<file path="config.mk">
export PLATFORM = sky130hd
export DESIGN_NAME = sleep_req_qualifier
export DESIGN_NICKNAME = d
export VERILOG_FILES = /design/src/rtl/sleep_qual_pkg.sv /design/src/rtl/pin_sync.sv /design/src/rtl/glitch_filter.sv /design/src/rtl/sleep_resolver.sv /design/src/rtl/sleep_req_qualifier.sv
export SDC_FILE = /design/constraint.sdc
export NUM_CORES = 1
export LEC_CHECK = 0
export ABC_AREA = 1
export CAP_MARGIN = 20
export CORE_UTILIZATION = 50
export DETAILED_ROUTE_END_ITERATION = 16
export PLACE_DENSITY = 0.67
export SYNTH_ARGS = -nofsm -noshare
export SYNTH_HDL_FRONTEND = slang
export SYNTH_SLANG_ARGS = --single-unit
export TNS_END_PERCENT = 20
</file>
<file path="constraint.sdc">
create_clock -name clk -period 2.5 [get_ports clk]
set_input_delay 0.375 -clock clk [delete_from_list [all_inputs] [get_ports clk]]
set_output_delay 0.375 -clock clk [all_outputs]
set_load 0.01 [all_outputs]
</file>
<file path="src/rtl/sleep_qual_pkg.sv">
package sleep_qual_pkg;

    typedef enum logic [1:0] {
        PST_ACTIVE = 2'b00,
        PST_LIGHT  = 2'b01,
        PST_DEEP   = 2'b10
    } pwr_state_e;

endpackage

</file>
<file path="src/rtl/pin_sync.sv">
module pin_sync #(
    parameter int STAGES    = 2,
    parameter bit RESET_LVL = 1'b1
) (
    input  logic clk,
    input  logic rst_n,
    input  logic async_in,
    output logic sync_out
);

    logic [STAGES-1:0] chain_q;
    logic [STAGES-1:0] chain_d;

    always_comb begin
        chain_d = {chain_q[STAGES-2:0], async_in};
    end

    always_ff @(posedge clk or negedge rst_n) begin
        if (!rst_n) chain_q <= {STAGES{RESET_LVL}};
        else        chain_q <= chain_d;
    end

    assign sync_out = chain_q[STAGES-1];

endmodule

</file>
<file path="src/rtl/glitch_filter.sv">
module glitch_filter #(
    parameter int WINDOW = 250
) (
    input  logic clk,
    input  logic rst_n,
    input  logic sync_in,
    output logic level
);

    localparam int CW = $clog2(WINDOW + 1);

    typedef struct packed {
        logic          lvl;
        logic [CW-1:0] cnt;
    } filt_t;

    filt_t q, d;

    always_comb begin
        d = q;
        if (sync_in == q.lvl) begin
            d.cnt = '0;
        end else if (q.cnt == CW'(WINDOW - 1)) begin
            d.lvl = sync_in;
            d.cnt = '0;
        end else begin
            d.cnt = q.cnt + 1'b1;
        end
    end

    always_ff @(posedge clk or negedge rst_n) begin
        if (!rst_n) q <= '{lvl: 1'b1, cnt: '0};
        else        q <= d;
    end

    assign level = q.lvl;

    AST_FILT_FOLLOWS_INPUT: assert property (@(posedge clk) disable iff (!rst_n)
        !$stable(q.lvl) |-> (q.lvl == $past(sync_in)));
    AST_FILT_CNT_BOUND: assert property (@(posedge clk) disable iff (!rst_n)
        q.cnt < CW'(WINDOW));

endmodule

</file>
<file path="src/rtl/sleep_resolver.sv">
module sleep_resolver
    import sleep_qual_pkg::*;
#(
    parameter int DELAY = 25000
) (
    input  logic       clk,
    input  logic       rst_n,
    input  logic       light_f,
    input  logic       deep_f,
    output pwr_state_e state,
    output logic       chg
);

    localparam int TW = $clog2(DELAY + 1);

    typedef struct packed {
        pwr_state_e    st;
        logic [TW-1:0] tmr;
        logic          chg;
    } res_t;

    res_t q, d;

    always_comb begin
        d     = q;
        d.chg = 1'b0;
        case (q.st)
            PST_ACTIVE: begin
                if (light_f) begin
                    d.tmr = '0;
                end else if (q.tmr == TW'(DELAY - 1)) begin
                    d.st  = deep_f ? PST_LIGHT : PST_DEEP;
                    d.tmr = '0;
                end else begin
                    d.tmr = q.tmr + 1'b1;
                end
            end
            PST_LIGHT, PST_DEEP: begin
                d.tmr = '0;
                if (light_f) d.st = PST_ACTIVE;
            end
            default: begin
                d.st  = PST_ACTIVE;
                d.tmr = '0;
            end
        endcase
        d.chg = (d.st != q.st);
    end

    always_ff @(posedge clk or negedge rst_n) begin
        if (!rst_n) q <= '{st: PST_ACTIVE, tmr: '0, chg: 1'b0};
        else        q <= d;
    end

    assign state = q.st;
    assign chg   = q.chg;

    AST_TIMER_BOUND: assert property (@(posedge clk) disable iff (!rst_n)
        q.tmr < TW'(DELAY));
    AST_ENTRY_NEEDS_LOW: assert property (@(posedge clk) disable iff (!rst_n)
        ($past(q.st) == PST_ACTIVE && q.st != PST_ACTIVE) |-> !$past(light_f));
    AST_DEEP_CHOICE: assert property (@(posedge clk) disable iff (!rst_n)
        ($past(q.st) == PST_ACTIVE && q.st == PST_DEEP) |-> !$past(deep_f));
    AST_LIGHT_CHOICE: assert property (@(posedge clk) disable iff (!rst_n)
        ($past(q.st) == PST_ACTIVE && q.st == PST_LIGHT) |-> $past(deep_f));
    AST_WAKE_NEXT: assert property (@(posedge clk) disable iff (!rst_n)
        (q.st != PST_ACTIVE && light_f) |=> (q.st == PST_ACTIVE));
    AST_NO_SLEEP_SWAP: assert property (@(posedge clk) disable iff (!rst_n)
        ($past(q.st) != PST_ACTIVE && q.st != PST_ACTIVE) |-> $stable(q.st));
    AST_STROBE_ON_CHANGE: assert property (@(posedge clk) disable iff (!rst_n)
        !$stable(q.st) |-> q.chg);
    AST_STROBE_ONLY_CHANGE: assert property (@(posedge clk) disable iff (!rst_n)
        q.chg |-> !$stable(q.st));
    AST_STATE_LEGAL: assert property (@(posedge clk) disable iff (!rst_n)
        q.st inside {PST_ACTIVE, PST_LIGHT, PST_DEEP});

endmodule

</file>
<file path="src/rtl/sleep_req_qualifier.sv">
module sleep_req_qualifier
    import sleep_qual_pkg::*;
#(
    parameter int CLK_PER_US = 125,
    parameter int FILT_US    = 2,
    parameter int DELAY_US   = 200,
    parameter int SYNC_STG   = 2
) (
    input  logic       clk,
    input  logic       rst_n,
    input  logic       light_req_n,
    input  logic       deep_req_n,
    output logic [1:0] pwr_state,
    output logic       state_chg
);

    localparam int FILT_CYC  = CLK_PER_US * FILT_US;
    localparam int DELAY_CYC = CLK_PER_US * DELAY_US;
    localparam int NPIN      = 2;
    localparam int PIN_LIGHT = 0;
    localparam int PIN_DEEP  = 1;

    logic [NPIN-1:0] raw;
    logic [NPIN-1:0] synced;
    logic [NPIN-1:0] filtered;
    pwr_state_e      st;

    assign raw[PIN_LIGHT] = light_req_n;
    assign raw[PIN_DEEP]  = deep_req_n;

    for (genvar i = 0; i < NPIN; i++) begin : g_pin
        pin_sync #(
            .STAGES    (SYNC_STG),
            .RESET_LVL (1'b1)
        ) u_sync (
            .clk      (clk),
            .rst_n    (rst_n),
            .async_in (raw[i]),
            .sync_out (synced[i])
        );

        glitch_filter #(
            .WINDOW (FILT_CYC)
        ) u_filt (
            .clk     (clk),
            .rst_n   (rst_n),
            .sync_in (synced[i]),
            .level   (filtered[i])
        );
    end

    sleep_resolver #(
        .DELAY (DELAY_CYC)
    ) u_res (
        .clk     (clk),
        .rst_n   (rst_n),
        .light_f (filtered[PIN_LIGHT]),
        .deep_f  (filtered[PIN_DEEP]),
        .state   (st),
        .chg     (state_chg)
    );

    assign pwr_state = st;

    AST_RESET_QUIET: assert property (@(posedge clk)
        !rst_n |=> (pwr_state == 2'b00 || rst_n));

endmodule

</file>
==> flow_metrics.tcl <==
set metrics [dict create \
    crit_fanout 12 \
    grt_max_degree 41 \
    utilization_pct 58.9 \
    dieHeight_um 65.3 \
    dr.first_iter.drc_count 75 \
    coreArea_sq_um 3740 \
    maxCapViolations 0 \
    status "finished clean" \
    p_comb_share_pct 3.0 \
    netlist_area_sq_um 2000 \
    crit_path_max_incr_delay_ps 420 \
    synthArstFlopShare_pct 100 \
    period_minus_slack_ps 1660 \
    skew_ps 11.6 \
    area_growth_pct 9.99 \
    grt_pass1_wl_mm 5.94 \
    clock_power_share_pct 42.5 \
    vdd_drop_max_mv 0.277 \
    crit_chain "inv_1, ha_1, inv_1, nor3_1, nand2_1, inv_1, nand2_1, a21oi_1" \
    avgSynthCellArea_sq_um 8.98 \
    arrival_ps 1890 \
    leakagePower_nw 1.03 \
    grt_antenna_before_repair 0 \
    cts.clk_slew.worst_paths_ps 80 \
    clock_latency_ps 300 \
    ys_warn_count 0 \
    synth_seq_cells 40 \
    critPathSlowestCell "dfrtp_1" \
    setup-tns-final_ps 0 \
    synth_edf_count 0 \
    htreeDepth 2 \
    dp_hpwl_mm 2.35 \
    via_per_inst 4.99 \
    rsz0062_at_grt "false" \
    fin_nets 244 \
    yosysSeqAreaShare_pct 50.3 \
    cts.sinks 40 \
    syn-num-nets 234 \
    cts_buffer_depth 2 \
    synth_cell_types 30 \
    multi_input_comb_area_sq_um 875 \
    worst-path-buf-inv 3 \
    wire_per_inst_um 11.4 \
    clock.fmax_mhz 601 \
    cts_setup_buffers 0 \
    cellPowerDensity_nw_per_um2 558 \
    io_buffers 6 \
    rows 22 \
    grt_usage_pct 18.7 \
    period_share_pct 66.5 \
    grt_overflow_total 0 \
    post_cts_resized 0 \
    worstPathRequired_ps 2730 \
    setup_viol 0 \
    r2r_slack_ps 840 \
    yosysTopAreaCell "dfrtp_1" \
    grt_pass1_vias 1415 \
    fillCellCount 353 \
    p_sw_share_pct 21.2 \
    yosys-top-cells-area "dfrtp_1, nor2_1, dfstp_2" \
    path_common_cell "inv_1" \
    io_pins 7 \
    cts_tree "yes" \
    fp.dieW_um 65.3 \
    drv_slew 0 \
    synthCells 223 \
    wirelength_mm 3.22 \
    drt_pass1_iterations 4 \
    postCtsHoldBufs 0 \
    die_area_sq_um 4260 \
    tightest_slew_ps 871 \
    cts_buffers 5 \
    dr_total_vias 1406 \
    power.switching_mw 0.260 \
    cp_top_family "simple AND/OR/NAND/NOR gates" \
    end_kind "flop" \
    slew_headroom_pct 42.0 \
    cts-root-buf "clkbuf_8" \
    p_int_mw 0.968 \
    antennaDiodeCount 0 \
    synthFlopType "dfrtp_1" \
    initial_core_util_pct 53.5 \
    gp_congestion 0.756 \
    crit_path_start_kind "flop" \
    synth_top_area_share_pct 42.5 \
    drive_gt1_share_pct 13.7 \
    hold_viol 0 \
    hold_class "in2async" \
    seq_area_sq_um 1010 \
    ant_nets 0 \
    seqPwrFrac_pct 54.6 \
    remaining_drc_errors 0 \
    worstSetupPathType "reg2reg" \
]
## worst register-to-register path, stage by stage, from the launching register on
cell and delay [ps]:
dfrtp_1 420, inv_1 120, ha_1 160, inv_1 60
nor3_1 140, nand2_1 330, inv_1 190, nand2_1 70
a21oi_1 110
## path summary, 6_finish.rpt
path / start / end / cells after the start
worst max-delay path: u_res.state[1] / u_res.q[10] / 8
worst min-delay path: rst_n / u_res.q[9] / 1
worst max register to register: u_res.state[1] / u_res.q[10] / 8
worst min register to register: g_pin[0].u_sync.chain_q[0] / g_pin[0].u_sync.chain_q[1] / 0
max in group asynchronous: rst_n / g_pin[1].u_filt.q[0] / 1
min in group clk: g_pin[0].u_sync.chain_q[0] / g_pin[0].u_sync.chain_q[1] / 0
## synthesized netlist by cell type, drive strengths merged, types with 4 or more instances
master  count
xor2        7
inv        25
dfstp       6
xnor2       4
nand4       8
nor2       48
ha          7
nor3       13
a21oi       7
nand2      40
nand3       8
dfrtp      34
## cell type report
| class | count | share of cell area, % |
|---|---|---|
| timing repair buffer | 6 | 2.50 |
| multi-input combinational | 155 | 39.7 |
| sequential | 40 | 45.8 |
| inverter | 25 | 4.26 |
| tap | 48 | 2.73 |
| clock inverter | 3 | 1.93 |
| clock buffer | 5 | 3.12 |
## placed cells by master (no fill, tap or decap), types with 2 or more instances in the layout
cell type        count
clkbuf_8             5
inv_1               23
nand4_1              7
xor2_1               7
dfrtp_1             34
xnor2_1              4
o21ai_0              2
inv_2                2
clkdlybuf4s50_1      5
ha_1                 7
nor2_1              44
nand3_1              8
nor2_4               3
nand2_1             37
o211ai_1             2
nor3b_2              3
dfstp_2              6
mux2_2               2
nand2_2              2
nor3_1              11
a21oi_1              7
## per-stage QoR
step / worst slack (ps) / hold WS, ps / cells / cell area [sq um] / power (mW)
2_1_floorplan: 1160 / 79.4 / 223 / 2000 / 0.699
3_3_place_gp: 829 / 346 / 274 / 2090 / 0.719
3_5_place_dp: 805 / 347 / 274 / 2090 / 0.721
4_1_cts: 799 / 207 / 282 / 2200 / 1.25
5_1_grt: 625 / 261 / 282 / 2200 / 1.29
6_report: 837 / 183 / 282 / 2200 / 1.23
## power by group through the flow
stage | registers (mW) | logic (mW) | clock network (mW)
6_report | 0.670 | 0.0366 | 0.522
3_3_place_gp | 0.682 | 0.0374 | 0
4_1_cts | 0.670 | 0.0381 | 0.544
2_1_floorplan | 0.681 | 0.0178 | 0
3_5_place_dp | 0.683 | 0.0382 | 0
5_1_grt | 0.672 | 0.0448 | 0.570
## logic make-up (layout without fill, tap and decap cells)
logic type / Yosys count / after routing / synth area share (%)
flops: 40 / 40 / 50.3
xor+xnor: 11 / 11 / 4.81
buf+inv: 28 / 39 / 6.00
compound gates: 14 / 14 / 3.93
mux: 2 / 2 / 1.12
fa+ha+maj: 7 / 7 / 4.37
simple gates: 121 / 121 / 29.4
## per-layer routing
| layer | track usage (%) | wire (um) | share of wire [%] |
|---|---|---|---|
| met2 | 30.5 | 1500 | 47 |
| met3 | 5.73 | 92 | 2.9 |
| met5 | 0 | 0 | 0 |
| met1 | 22.9 | 1570 | 49 |
| met4 | 7.34 | 56 | 1.7 |
## registers in the layout (all words and copies together), names as in the netlist
| signal | cells |
|---|---|
| u_res.chg | 1 |
| g_pin.u_filt.q | 16 |
| u_res.state | 2 |
| g_pin.u_sync.chain_q | 4 |
| u_res.q | 15 |
| g_pin.u_filt.level | 2 |
Note: power is estimated with default switching activity, not from simulation.
